`src/rtl/csa_pkg.sv`:
```
package csa_pkg;

    typedef struct packed {
        logic s;
        logic c;
    } fa_out_t;

    // one column of a 3:2 compressor
    function automatic fa_out_t fa_bit(input logic x, input logic y, input logic z);
        fa_out_t r;
        r.s = x ^ y ^ z;
        r.c = (x & y) | (x & z) | (y & z);
        return r;
    endfunction

endpackage

```
`src/rtl/csa_compress.sv`:
```
module csa_compress
    import csa_pkg::*;
#(
    parameter int W = 8
) (
    input  logic [W-1:0] in_x,
    input  logic [W-1:0] in_y,
    input  logic [W-1:0] in_z,
    output logic [W-1:0] sum_v,
    output logic [W-1:0] cry_v
);

    // independent full adder per column, no carry between columns
    for (genvar i = 0; i < W; i++) begin : g_col
        fa_out_t fa;
        always_comb begin
            fa       = fa_bit(in_x[i], in_y[i], in_z[i]);
            sum_v[i] = fa.s;
            cry_v[i] = fa.c;
        end
    end

endmodule

```
`src/rtl/csa_final_add.sv`:
```
module csa_final_add
    import csa_pkg::*;
#(
    parameter int W = 10
) (
    input  logic [W-1:0] add_x,
    input  logic [W-1:0] add_y,
    output logic [W-1:0] add_s,
    output logic         add_co
);

    logic [W:0] chain;

    assign chain[0] = 1'b0;

    // row addition: the only place carries travel between columns
    for (genvar i = 0; i < W; i++) begin : g_rip
        fa_out_t fa;
        always_comb begin
            fa          = fa_bit(add_x[i], add_y[i], chain[i]);
            add_s[i]    = fa.s;
            chain[i+1]  = fa.c;
        end
    end

    assign add_co = chain[W];

endmodule

```
`src/rtl/quad_csa_adder.sv`:
```
module quad_csa_adder #(
    parameter int N = 8
) (
    input  logic [N-1:0] op_a,
    input  logic [N-1:0] op_b,
    input  logic [N-1:0] op_c,
    input  logic [N-1:0] op_d,
    output logic [N+1:0] total
);

    localparam int W1 = N;
    localparam int W2 = N + 1;
    localparam int WF = N + 2;

    // layer 1 outputs
    logic [W1-1:0] s1;
    logic [W1-1:0] c1;
    // layer 2 inputs and outputs
    logic [W2-1:0] l2_x;
    logic [W2-1:0] l2_y;
    logic [W2-1:0] l2_z;
    logic [W2-1:0] s2;
    logic [W2-1:0] c2;
    // final adder inputs
    logic [WF-1:0] f_x;
    logic [WF-1:0] f_y;
    logic          f_co;

    csa_compress #(.W(W1)) u_lay1 (
        .in_x  (op_a),
        .in_y  (op_b),
        .in_z  (op_c),
        .sum_v (s1),
        .cry_v (c1)
    );

    // carry vector carries twice the weight: shift it up one column
    assign l2_x = {1'b0, s1};
    assign l2_y = {c1, 1'b0};
    assign l2_z = {1'b0, op_d};

    csa_compress #(.W(W2)) u_lay2 (
        .in_x  (l2_x),
        .in_y  (l2_y),
        .in_z  (l2_z),
        .sum_v (s2),
        .cry_v (c2)
    );

    assign f_x = {1'b0, s2};
    assign f_y = {c2, 1'b0};

    csa_final_add #(.W(WF)) u_cpa (
        .add_x  (f_x),
        .add_y  (f_y),
        .add_s  (total),
        .add_co (f_co)
    );

endmodule

```
`config.mk`:
```
export PLATFORM = sky130hd
export DESIGN_NAME = quad_csa_adder
export DESIGN_NICKNAME = d
export VERILOG_FILES = /design/src/rtl/csa_pkg.sv /design/src/rtl/csa_compress.sv /design/src/rtl/csa_final_add.sv /design/src/rtl/quad_csa_adder.sv
export SDC_FILE = /design/constraint.sdc
export NUM_CORES = 1
export LEC_CHECK = 0
export BUFFER_PORTS_ARGS = -buffer_cell sky130_fd_sc_hd__buf_2
export CAP_MARGIN = 20
export CORE_MARGIN = 5
export CORE_UTILIZATION = 25
export DETAILED_ROUTE_END_ITERATION = 16
export GPL_ROUTABILITY_DRIVEN = 1
export SETUP_SLACK_MARGIN = 0.4
export SLEW_MARGIN = 5
export SYNTH_ARGS = -nofsm -noshare
export SYNTH_HDL_FRONTEND = slang
export SYNTH_SLANG_ARGS = --single-unit
```
`constraint.sdc`:
```
create_clock -name vclk -period 9.68
set_input_delay 1.452 -clock vclk [all_inputs]
set_output_delay 1.452 -clock vclk [all_outputs]
set_load 0.02 [all_outputs]
```
==> metrics.md <==
| Metric | Value |
|---|---|
| Slowest stage delay, CP | `roughly 530 ps` |
| Die Span X | `approximately 57 um` |
| Vias in the first global route | `556` |
| Arr. time, crit path | `5720 ps` |
| Gate Count Post-Synth | `between 40 and 50` |
| Slew margin rel. | `between 90 and 100%` |
| Family with the most delay on the worst path | `adder cells` |
| Post-cts hold buffer count | `0` |
| Syn_area_per_cell | `around 12 um2` |
| Post-CTS Setup Inserts | `0` |
| Multi-input gate area | `roughly 470 um2` |
| CP cell instances | `buf_2 -> fa_1 -> inv_1 -> fa_1 -> inv_1 -> ha_1 -> fa_1 -> inv_1 -> fa_1 -> inv_1 -> fa_1 -> fa_1 -> fa_1 -> fa_1 -> fa_1 -> buf_2` |
| Combinational power share | `100.0%` |
| Crit-path most repeated cell | `fa_1` |
| Power Density | `144 nW/um2` |
| Final WL | `1060 um` |
| Final Max Tran Viols | `0` |
| Class of the worst hold path | `in -> out` |
| Post-DRT Antenna Nets | `0` |
| Placed cells | `approximately 110` |
| Initial antenna violation count | `0` |
| Routability Congestion | `about 0.76` |
| ANT cells | `0` |
| Net Switching | `69.6 uW` |
| Max cap viols | `0` |
| Fin Setup TNS | `0 ps` |
| Worst VDD drop | `a little under 0.00009 V` |
| Vias per cell | `between 3 and 4` |
| Actual slew at the worst max-slew pin | `between 100 and 150 ps` |
| CP Capture Type | `primary output` |
| # port buffers | `42` |
| I/O Pins | `42` |
| Unrepaired setup endpoints after global routing | `no` |
| Largest area contributor in the netlist | `fa_1` |
| Clock buffer count | `0` |
| Tot Pwr | `approximately 110 uW` |
| Sequential share of power | `0%` |
| Crit path max fanout | `1` |
| Post-cts resize count | `0` |
| Global-route wire length before repair | `roughly 2100 um` |
| Drt pass-1 iters | `2` |
| Leakage | `0.454 nW` |
| Storage element area | `0 um2` |
| Die Ht | `56.7 um` |
| # setup viols final | `0` |
| Layout Cells excl Fill | `114` |
| Total track usage | `7.73%` |
| Synthesized area | `~540 um2` |
| Synthesis-to-finish area growth | `44.8%` |
| Iteration-0 DRC Markers | `2` |
| Syn_nets | `between 100 and 150` |
| Final core utilization | `around two fifths` |
| Synth Warn # | `0` |
| Synth area leaders | `fa_1, inv_1, ha_1` |
| WL per Instance | `about 9.3 um` |
| Max Freq | `about 0.14 GHz` |
| Core area | `~2000 um2` |
| Setup CP Type | `in -> out` |
| Slack of the critical path | `roughly 2500 ps` |
| Number of flip-flops and latches | `0` |
| Slowest CP cell | `fa_1` |
| Die area | `3210 um2` |
| Critical Path Source Type | `input pin` |
| Crit share post-route | `around three quarters` |
| Area share of the largest cell type after synthesis | `between 80 and 90%` |
| Placement Setup Slack | `between 2000 and 2500 ps` |
| DRC viols | `0` |
| Req. time, crit path | `roughly 8200 ps` |
| Synth unique cells | `3` |
| Largest net degree at the start of global routing | `2` |
| P_int | `around 44 uW` |
| Sw Ratio | `61.3%` |
| Share of cells above drive strength 1 | `between 40 and 50%` |
| Register area share after synthesis | `0%` |
| Final Hold Violating Endpoints | `0` |
| FILL cells | `approximately 210` |
| Grt ovf | `0` |
| WP buf/inv | `6` |
| Initial Util | `between 20% and 30%` |
| Final nets | `145` |
| Final min period | `~7200 ps` |
| Status | `finished clean` |
| DP HPWL | `1110 um` |
| Rows | `16` |
| DR vias | `approximately 440` |
| Clock share of power | `0%` |
==> path summary, 6_finish.rpt <==
check / slack [ps] / startpoint / cells past startpoint / end
worst max-delay path: 2510 / op_a[1] / 16 / total[8]
worst min-delay path: 3250 / op_d[0] / 3 / total[0]
==> layout by cell type, fill, tap and decap left out <==
cell	synthesis	layout
fa_1	22	22
buf_2	0	42
ha_1	2	2
inv_1	21	21
==> metal layers <==
layer  track usage, %  wire length [um]  vias to the layer above
met5                0                 0                        -
met4                0                 0                        0
met3             1.15               143                        0
met2             14.9               533                       30
met1             9.53               381                      208
li1                 -                 -                      200
==> cell families (layout without fill, tap and decap cells) <==
group / count (synthesis) / after routing / share of synthesized area, %
fa+ha+maj: 24 / 24 / 85.5
buf+inv: 21 / 63 / 14.5
==> power groups by stage <==
| stage | registers, mW | clock network (mW) | logic [mW] |
|---|---|---|---|
| global route | 0 | 0 | 0.129 |
| CTS | 0 | 0 | 0.117 |
| detailed placement | 0 | 0 | 0.116 |
| global placement | 0 | 0 | 0.114 |
| floorplan | 0 | 0 | 0.0883 |
| finish | 0 | 0 | 0.114 |
==> synth_stat cells <==
cell type	number
fa_1	22
inv_1	21
ha_1	2
==> metrics by stage <==
step / area (um2) / hold slack [ps]
floorplan: 544 / 3110
global placement: 788 / 3250
detailed placement: 788 / 3250
CTS: 788 / 3260
global route: 788 / 3290
finish: 788 / 3250
==> area by class of cell <==
class / count / share of cell area [%]
inverters: 21 / 10.0
repair buffers: 42 / 26.7
well taps: 27 / 4.29
multi-input cells: 24 / 59.0
No activity file was read; power rests on OpenSTA's default activity.
